## src/rtl/hp_pkg.sv

```systemverilog
package hp_pkg;
  localparam int CPU_COUNT  = 8;
  localparam int SLOT_COUNT = 32;
  localparam int EVT_W      = 16;
  localparam int CPU_IDX_W  = $clog2(CPU_COUNT);
  localparam int SLOT_IDX_W = $clog2(SLOT_COUNT);

  localparam int CPU_EVT_BIT  = 0;
  localparam int SLOT_EVT_BIT = 1;

  typedef struct packed {
    logic                  cpuEvt;
    logic                  cpuAdd;
    logic [CPU_IDX_W-1:0]  cpuId;
    logic                  slotEvt;
    logic                  slotAdd;
    logic [SLOT_IDX_W-1:0] slotId;
  } hpStrobe_t;

  function automatic logic [SLOT_IDX_W-1:0] lowestSet(input logic [SLOT_COUNT-1:0] v);
    logic [SLOT_IDX_W-1:0] idx;
    idx = '0;
    for (int i = SLOT_COUNT - 1; i >= 0; i--) begin
      if (v[i]) idx = SLOT_IDX_W'(i);
    end
    return idx;
  endfunction
endpackage

```

## src/rtl/hp_ctrl.sv

```systemverilog
module hp_ctrl
  import hp_pkg::*;
(
  input  logic                  clk,
  input  logic                  rstN,
  input  logic                  cpuReq,
  input  logic                  cpuAdd,
  input  logic [CPU_IDX_W-1:0]  cpuId,
  input  logic                  slotReq,
  input  logic                  slotAdd,
  input  logic [SLOT_IDX_W-1:0] slotId,
  input  logic                  ejectWrEn,
  input  logic [SLOT_COUNT-1:0] ejectWrData,
  output hpStrobe_t             strb,
  output logic                  sciOut,
  output logic                  ejectStrobe,
  output logic [SLOT_IDX_W-1:0] ejectSlot
);
  logic                  pendValid;
  logic                  pendAdd;
  logic [SLOT_IDX_W-1:0] pendId;

  // processor requests win; a displaced slot request waits one edge
  always_comb begin
    strb         = '0;
    strb.cpuEvt  = cpuReq;
    strb.cpuAdd  = cpuAdd;
    strb.cpuId   = cpuId;
    strb.slotEvt = !cpuReq && (pendValid || slotReq);
    strb.slotAdd = pendValid ? pendAdd : slotAdd;
    strb.slotId  = pendValid ? pendId : slotId;
  end

  always_ff @(posedge clk) begin
    if (!rstN) begin
      pendValid   <= 1'b0;
      pendAdd     <= 1'b0;
      pendId      <= '0;
      sciOut      <= 1'b0;
      ejectStrobe <= 1'b0;
      ejectSlot   <= '0;
    end else begin
      sciOut <= strb.cpuEvt || strb.slotEvt;
      if (slotReq && (cpuReq || pendValid)) begin
        pendValid <= 1'b1;
        pendAdd   <= slotAdd;
        pendId    <= slotId;
      end else if (strb.slotEvt) begin
        pendValid <= 1'b0;
      end
      ejectStrobe <= ejectWrEn && (|ejectWrData);
      if (ejectWrEn) ejectSlot <= lowestSet(ejectWrData);
    end
  end

  AST_SCI_AFTER_REQ: assert property (@(posedge clk) disable iff (!rstN)
    (cpuReq || slotReq) |=> sciOut);
  AST_SLOT_AFTER_CPU: assert property (@(posedge clk) disable iff (!rstN)
    (cpuReq && slotReq) |=> (strb.slotEvt || cpuReq));
  AST_EJECT_ZERO_QUIET: assert property (@(posedge clk) disable iff (!rstN)
    (ejectWrEn && ejectWrData == '0) |=> !ejectStrobe);
  AST_EJECT_BIT_SET: assert property (@(posedge clk) disable iff (!rstN)
    ejectStrobe |-> ((($past(ejectWrData) >> ejectSlot) & SLOT_COUNT'(1)) != '0));
endmodule

```

## src/rtl/hp_datapath.sv

```systemverilog
module hp_datapath
  import hp_pkg::*;
(
  input  logic                  clk,
  input  logic                  rstN,
  input  hpStrobe_t             strb,
  input  logic                  byteSel,
  input  logic [1:0]            byteAddr,
  input  logic                  byteWrEn,
  input  logic [7:0]            byteWrData,
  output logic [7:0]            byteRdData,
  input  logic                  slotWrEn,
  input  logic [2:0]            slotAddr,
  input  logic [SLOT_COUNT-1:0] slotWrData,
  output logic [SLOT_COUNT-1:0] slotRdData
);
  logic [EVT_W-1:0]      evtSts, evtEn;
  logic [CPU_COUNT-1:0]  cpuUp, cpuDown;
  logic [SLOT_COUNT-1:0] slotUp, slotDown;
  logic [CPU_COUNT-1:0]  cpuOneHot;
  logic [SLOT_COUNT-1:0] slotOneHot;

  assign cpuOneHot  = CPU_COUNT'(1) << strb.cpuId;
  assign slotOneHot = SLOT_COUNT'(1) << strb.slotId;

  always_ff @(posedge clk) begin
    if (!rstN) begin
      evtSts   <= '0;
      evtEn    <= '0;
      cpuUp    <= '0;
      cpuDown  <= '0;
      slotUp   <= '0;
      slotDown <= '0;
    end else begin
      if (byteWrEn && !byteSel) begin
        case (byteAddr)
          2'd0: evtSts[7:0]  <= byteWrData;
          2'd1: evtSts[15:8] <= byteWrData;
          2'd2: evtEn[7:0]   <= byteWrData;
          default: evtEn[15:8] <= byteWrData;
        endcase
      end
      if (byteWrEn && byteSel) begin
        case (byteAddr)
          2'd0: cpuUp   <= byteWrData;
          2'd1: cpuDown <= byteWrData;
          default: ;
        endcase
      end
      if (slotWrEn) begin
        if (slotAddr == 3'd0) slotUp   <= slotWrData;
        if (slotAddr == 3'd4) slotDown <= slotWrData;
      end
      // hotplug events override a bus write in the same cycle
      if (strb.cpuEvt) begin
        evtSts[CPU_EVT_BIT] <= 1'b1;
        evtEn[CPU_EVT_BIT]  <= 1'b1;
        cpuUp   <= strb.cpuAdd ? cpuOneHot : '0;
        cpuDown <= strb.cpuAdd ? '0 : cpuOneHot;
      end
      if (strb.slotEvt) begin
        evtSts[SLOT_EVT_BIT] <= 1'b1;
        evtEn[SLOT_EVT_BIT]  <= 1'b1;
        slotUp   <= strb.slotAdd ? slotOneHot : '0;
        slotDown <= strb.slotAdd ? '0 : slotOneHot;
      end
    end
  end

  always_comb begin
    byteRdData = '0;
    if (!byteSel) begin
      case (byteAddr)
        2'd0: byteRdData = evtSts[7:0];
        2'd1: byteRdData = evtSts[15:8];
        2'd2: byteRdData = evtEn[7:0];
        default: byteRdData = evtEn[15:8];
      endcase
    end else begin
      case (byteAddr)
        2'd0: byteRdData = cpuUp;
        2'd1: byteRdData = cpuDown;
        default: byteRdData = '0;
      endcase
    end
  end

  always_comb begin
    case (slotAddr)
      3'd0: slotRdData = slotUp;
      3'd4: slotRdData = slotDown;
      default: slotRdData = '0;
    endcase
  end

  AST_CPU_EVT_MARK: assert property (@(posedge clk) disable iff (!rstN)
    strb.cpuEvt |=> (evtSts[CPU_EVT_BIT] && evtEn[CPU_EVT_BIT]
                     && $countones({cpuUp, cpuDown}) == 1));
  AST_CPU_ADD_BIT: assert property (@(posedge clk) disable iff (!rstN)
    (strb.cpuEvt && strb.cpuAdd) |=> cpuUp[$past(strb.cpuId)]);
  AST_SLOT_EVT_MARK: assert property (@(posedge clk) disable iff (!rstN)
    strb.slotEvt |=> (evtSts[SLOT_EVT_BIT] && evtEn[SLOT_EVT_BIT]
                      && $countones({slotUp, slotDown}) == 1));
endmodule

```

## src/rtl/hp_gpe_top.sv

```systemverilog
module hp_gpe_top
  import hp_pkg::*;
(
  input  logic                  clk,
  input  logic                  rstN,
  input  logic                  byteSel,
  input  logic [1:0]            byteAddr,
  input  logic                  byteWrEn,
  input  logic [7:0]            byteWrData,
  output logic [7:0]            byteRdData,
  input  logic                  slotWrEn,
  input  logic [2:0]            slotAddr,
  input  logic [SLOT_COUNT-1:0] slotWrData,
  output logic [SLOT_COUNT-1:0] slotRdData,
  input  logic                  ejectWrEn,
  input  logic [SLOT_COUNT-1:0] ejectWrData,
  output logic [SLOT_COUNT-1:0] ejectRdData,
  input  logic                  cpuReq,
  input  logic                  cpuAdd,
  input  logic [CPU_IDX_W-1:0]  cpuId,
  input  logic                  slotReq,
  input  logic                  slotAdd,
  input  logic [SLOT_IDX_W-1:0] slotId,
  output logic                  sciOut,
  output logic                  ejectStrobe,
  output logic [SLOT_IDX_W-1:0] ejectSlot
);
  hpStrobe_t strb;

  assign ejectRdData = '0;

  hp_ctrl uCtrl (
    .clk(clk), .rstN(rstN),
    .cpuReq(cpuReq), .cpuAdd(cpuAdd), .cpuId(cpuId),
    .slotReq(slotReq), .slotAdd(slotAdd), .slotId(slotId),
    .ejectWrEn(ejectWrEn), .ejectWrData(ejectWrData),
    .strb(strb), .sciOut(sciOut),
    .ejectStrobe(ejectStrobe), .ejectSlot(ejectSlot)
  );

  hp_datapath uData (
    .clk(clk), .rstN(rstN), .strb(strb),
    .byteSel(byteSel), .byteAddr(byteAddr), .byteWrEn(byteWrEn),
    .byteWrData(byteWrData), .byteRdData(byteRdData),
    .slotWrEn(slotWrEn), .slotAddr(slotAddr),
    .slotWrData(slotWrData), .slotRdData(slotRdData)
  );
endmodule

```

## config.mk

```make
export PLATFORM = sky130hd
export DESIGN_NAME = hp_gpe_top
export DESIGN_NICKNAME = d
export VERILOG_FILES = /design/src/rtl/hp_pkg.sv /design/src/rtl/hp_ctrl.sv /design/src/rtl/hp_datapath.sv /design/src/rtl/hp_gpe_top.sv
export SDC_FILE = /design/constraint.sdc
export NUM_CORES = 1
export LEC_CHECK = 0
export ABC_CLOCK_PERIOD_IN_PS = 1900
export BUFFER_PORTS_ARGS = -buffer_cell sky130_fd_sc_hd__buf_2
export CAP_MARGIN = 20
export CORE_UTILIZATION = 49
export DETAILED_ROUTE_END_ITERATION = 7
export GPL_ROUTABILITY_DRIVEN = 1
export GPL_TIMING_DRIVEN = 0
export PLACE_DENSITY = 0.86
export SYNTH_ARGS = -nofsm -noshare
export SYNTH_HDL_FRONTEND = slang
export SYNTH_HIERARCHICAL = 1
export SYNTH_SLANG_ARGS = --single-unit
```

## constraint.sdc

```tcl
create_clock -name clk -period 1.9 [get_ports clk]
set_input_delay 0.38 -clock clk [delete_from_list [all_inputs] [get_ports clk]]
set_output_delay 0.38 -clock clk [all_outputs]
set_load 0.01 [all_outputs]
```

# Word level (Yosys, flattened, before mapping)
# Index checks and enable logic that the tools add are counted.
[word_totals]
ff_bits = 126
inputBits = 95
[op_classes]
eq_ne = 3
shift = 2
n_mux = 64
bitwise_logic = 1
reduce_logical = 38
[ops]
columns = ["op", "n"]
rows = [
  ["32-bit two-way mux", 8],
  ["5-bit two-way mux", 33],
  ["8-bit two-way mux", 9],
  ["32-bit one-hot mux with 2 select lines", 1],
  ["32-bit OR reduction", 1],
  ["1-bit by 5-bit left shift with 32-bit output (first input constant)", 1],
  ["8-bit one-hot mux with 3 select lines", 1],
  ["2-bit AND reduction", 12],
  ["2-bit nonzero test", 12],
  ["8-bit one-hot mux with 2 select lines", 1],
  ["2-bit two-way mux", 4],
  ["1-bit by 3-bit left shift with 8-bit output (first input constant)", 1],
  ["1-bit two-way mux", 7],
  ["1-bit logical AND", 5],
  ["3-bit == test (second input constant)", 1],
  ["3-bit logical NOT", 1],
  ["1-bit logical OR", 3],
  ["3-bit OR reduction", 1],
  ["2-bit by 1-bit == test with 1-bit output (second input constant)", 1],
  ["2-bit == test (second input constant)", 1],
  ["1-bit logical NOT", 2],
  ["2-bit logical NOT", 1],
  ["1-bit NOT", 1],
]

# Logic depth before layout (Yosys ltp)
[logic_depth]
depth_word = 32
mapped_depth = 8
ltp_nobuf = 5

# By module
# Netlist, hierarchy kept.
[modules_own_cells]
columns = ["mod", "instances", "cells_each", "area_per_inst_um2", "seq_area_each_um2"]
rows = [
  ["hp_datapath", 1, 643, 5949.5, 2242.2],
  ["hp_ctrl", 1, 128, 964.7, 280.3],
  ["hp_gpe_top", 1, 33, 244.0, 0.0],
]

# Worst setup path after synthesis
# Ideal clock, no wire load.
[synth_timing]
path_kind = "register -> register"
start = "reg uCtrl.pendValid"
end = "reg uData.slotUp[0]"
setup_time_ps = 59
arrival_ps = 1972
t_required_ps = 1841
slack_ps = -130
stages_incl_launch_ff = 7
path_buffers = 2
period_less_slack_ps = 2030
cell_sequence = "dfxtp_1 > clkbuf_1 > mux2_1 > buf_2 > or4_4 > o221ai_1 > o211a_1"
[synth_rtl]
columns = ["element", "line", "text"]
rows = [
  ["from (decl)", "hp_ctrl.sv:19", "logic pendValid;"],
  ["from (signal assigned)", "hp_ctrl.sv:36", "pendValid <= 1'b0;"],
  ["from (signal assigned)", "hp_ctrl.sv:45", "pendValid <= 1'b1;"],
  ["from (signal assigned)", "hp_ctrl.sv:49", "pendValid <= 1'b0;"],
  ["to (signal assigned)", "hp_datapath.sv:51", "if (slotAddr == 3'd0) slotUp <= slotWrData;"],
  ["to (signal assigned)", "hp_datapath.sv:64", "slotUp <= strb.slotAdd ? slotOneHot : '0;"],
  ["to (decl)", "hp_datapath.sv:19", "logic [SLOT_COUNT-1:0] slotUp, slotDown;"],
]

==> summary by stage <==
Setup path
The critical path is of the reg2reg type. In this run the critical register-to-register path is launched from uCtrl/pendValid$_SDFFE_PN0P_. The critical path goes through buf_8, mux2_1, buf_4, or3b_4, o221ai_2, o211a_1. STA puts the critical path data required time at 2.27 ns. The slack of the worst reg-to-reg path is -0.03 ns. The stage delay of the slowest cell on the critical path is 0.44 ns. The sort of element at the start of the critical path is a register. STA classifies the critical path endpoint as a register. The slowest cell on the critical path is or3b_4. The highest fanout seen on the critical path is 10. In this run the worst setup path begins at uCtrl/pendValid$_SDFFE_PN0P_.

The data arrival time of the worst path is 2.30 ns.

Place
The total placed instance area is 8190 um2. The HPWL reported at the end of detailed placement is 15800 um. The final estimated routing congestion in global placement is 0.929.

Port buffering added 137 buffers. The pre-CTS worst setup slack is -0.570 ns.

Worst hold path
The startpoint identified for the worst hold timing path is slotId[3]. The worst min-delay path class is in2reg.

Synth
The average cell area after synthesis is 8.90 um2. The dominant combinational cell family by area after synthesis is compound AO/OA/AOI/OAI gates. The mapped cell area is 7160 um2. The Yosys step of the flow raised 6 warnings.

The synthesized netlist devotes 0% of its cell area to adder and majority cells. The xor and xnor area share after synthesis is 0%. Counting flops and latches in the post-synthesis netlist gives 126.

The simple-gate portion of the synthesized area is 20.7%. The biggest area contributor in the post-synthesis netlist is dfxtp_1. Summed over its instances, the top area cell type makes up 35.2% of the synthesized netlist area. By instance count, the leading cell after synthesis is dfxtp_1. Ranked by instance count, the synthesized netlist is headed by dfxtp_1, o31ai_1, a31oi_1, nand2_1, nand2b_1. The cell count after synthesis is 804. The fraction of registers with async set or reset after synthesis is 0%. The distinct cell type count after synthesis is 62.

After synthesis, the cell types taking the most area are dfxtp_1, o31ai_1, mux2i_1. Among all flip-flop cells after synthesis, the most frequent one is dfxtp_1. The number of enable-type register cells in the synthesized netlist is 0. Measured against the total synthesized area, the mux share comes to 6.96%. Summing the areas of all compound-gate instances in the mapped netlist gives 27.3% of the synthesized area.

Sequential cells were found to cover 35.2% of the synthesized design area.

Finish
The utilization of the core after routing is 66.1%. The area used by multi-input combinational logic is 4280 um2. In the final design database the tool counted 1094 nets. After filler insertion, the fill cell instance count of the layout stands at 1113. The area overhead of the layout relative to synthesis is 29.7%. Cells with a size suffix above 1 make up 32.2% of the layout. The area of all placed cells without fillers is 9290 um2. Across the whole layout, storage elements account for 2520 um2.

Drt
The final routed wirelength across all metal layers is 23400 um. The vias per cell is 6.28. For this run, design rule violations remaining after detail routing come to 0.

The violation count after the first detailed-route iteration is 978. The first TritonRoute pass finished after 6 iterations. The routed layout has 7494 vias. The routed wire length per instance is 19.6 um.

The number of nets with antenna violations after routing is 0.

Floorplanning
The region available for standard cell placement spans 14000 um2. Measured along the x axis, the die boundary spans 123 um. Measured along the y axis, the die boundary spans 123 um. The I/O pin count is 174. The effective utilization at floorplan is 51.0%. The die covers 15100 um2. The cell row count is 43.

Timing
The fraction of the cycle the final worst path needs is 102%. Derived from the worst setup path, the maximum achievable clock frequency is 0.517 GHz. The minimum clock period after layout is 1.93 ns. The max-slew violation total from the final report is 0.

The relative slew slack is 42.9%. On the final layout, the worst clock skew is 0.00921 ns. The worst path setup slack after routing is -0.0328 ns. Setup violations remaining at the end of the flow were counted as 1. Setup repair after global routing could not meet its margin everywhere. The final number of hold-violating endpoints came to 0. For the pin with the worst max-slew slack, the measured transition is 0.849 ns.

Clock network
Clock latency on the worst-skew pair, taken at its later pin, is 0.43 ns. After clock tree synthesis, the flow added hold-fix buffers numbering 0. The buffer depth of the longest clock path is 2. The clock drives 126 sinks. In this run the number of H-tree levels came out at 4.

The clock tree from TritonCTS is built. The total clock buffers created by CTS is 17. The root cell of the clock tree is clkbuf_16. The clock transition at the registers of the reported paths is 0.05 ns.

Outcome
The run finished, with violations left. The final reports fail on negative setup slack.

Global route
The initial antenna violation count is 1. The global-route wire length before repair is 34800 um. The aggregate global routing overflow is 0. The maximum number of pins on one net before global-route repair is 17. The via count of the first global-routing pass is 6909. The overall routing resource usage is 30.1%.

Pwr
The analysis attributes to cell leakage a power of 4.16 nW. The maximum vdd ir drop is 0.700 mV. The power per unit of standard cell area is 842 nW/um2.

Run
The total of max-cap violations is 0.
layout by cell type (no fill, tap or decap), drive strengths merged, types with 3 or more instances in the layout:
cell type  netlist  routed
or4              3       3
and3b            4       4
clkinv           0       6
mux2i           34      34
o221ai          31      31
or3              5       5
nor2b           26      26
o21ai            9       9
nand2           51      51
conb             1      32
or4b             3       3
buf             82     232
nand4b           3       3
nor3            10      10
nand2b          43      43
nand3           25      25
a22o            32      32
nor4             5       5
nand4           12      12
a21boi           8       8
dfxtp          126     126
a22oi            8       8
and4b            5       5
a31oi           54      54
nor2            28      28
nor3b            4       4
nor4bb           7       7
o211a           28      28
clkbuf          35      49
o311a            5       5
o211ai           9       9
or2              5       5
bufinv           0       5
inv              8       8
mux2            14      14
o31ai           55      55
nand3b           4       4
a21oi            7       7
path summary, 6_finish.rpt:
kind	endpoint	cells past startpoint
setup / recovery	uData/slotDown[2]$_SDFFE_PN0P_	6
hold / removal	uCtrl/pendId[3]$_SDFFE_PN0P_	3
setup reg to reg	uData/slotDown[2]$_SDFFE_PN0P_	6
hold reg to reg	uData/evtEn[9]$_SDFFE_PN0P_	2
what timing repair did:
action / CTS / global route
pin swaps: 6 / 15
setup buffers: 3 / 11
cloned: 2 / 0
endpoints found under the setup margin: 101 / 92
resized for setup: 57 / 49
final cells by class:
type                       instances  share of cell area (%)
multi-input combinational        584                    46.1
buffer                           109                    7.87
inverter                           8                   0.323
antenna                            1                  0.0269
sequential                       126                    27.2
tap                              180                    2.43
clock inverter                    12                    2.06
timing repair buffer             153                    9.19
clock buffer                      20                    4.81
stage by stage:
stage          hold WS (ns)  instances  TNS [ns]  power (mW)
2_1_floorplan         0.440        835         0        3.72
4_1_cts               0.212       1184         0        7.71
6_report              0.215       1193   -0.0328        7.82
5_1_grt               0.231       1193    -0.313        8.04
3_3_place_gp          0.450       1152    -20.39        4.09
3_5_place_dp          0.463       1152    -22.71        4.12
power by group:
group	switching (mW)	internal, mW	leakage, nW
sequential	0.102	2.82	1.04
combinational	0.755	0.590	2.81
clock	1.20	2.35	0.314
total	2.06	5.76	4.16
metal layers:
layer / global-route usage, % / vias up / routed length, um
met2: 49.3 / 495 / 11100
met1: 37.6 / 3507 / 9380
met4: 14.1 / 0 / 969
li1: - / 3389 / -
met3: 6.64 / 103 / 1930
met5: 0 / - / 0
logic make-up (layout without fill, tap and decap cells):
family | count (synthesis) | in the layout
and+or+nand+nor | 252 | 252
other | 1 | 33
muxes | 48 | 48
AOI/OAI and AO/OA | 252 | 252
buffers and inverters | 125 | 302
DFF | 126 | 126
sequential cells by signal, summed over array words and instances, names as in the netlist, 5 cells and up:
register         cells
uCtrl/ejectSlot      5
uCtrl/pendId         5
uData/cpuDown        8
uData/cpuUp          8
uData/evtEn         16
uData/evtSts        16
uData/slotDown      32
uData/slotUp        32
critical path: cells and delay by family, from the launching register on:
family                 cells  cell delay [ns]
buffers and inverters      2             0.33
and+or+nand+nor            1             0.44
AOI/OAI and AO/OA          2             0.42
muxes                      1             0.35
DFF                        1             0.35
No activity file was read; power rests on OpenSTA's default activity.
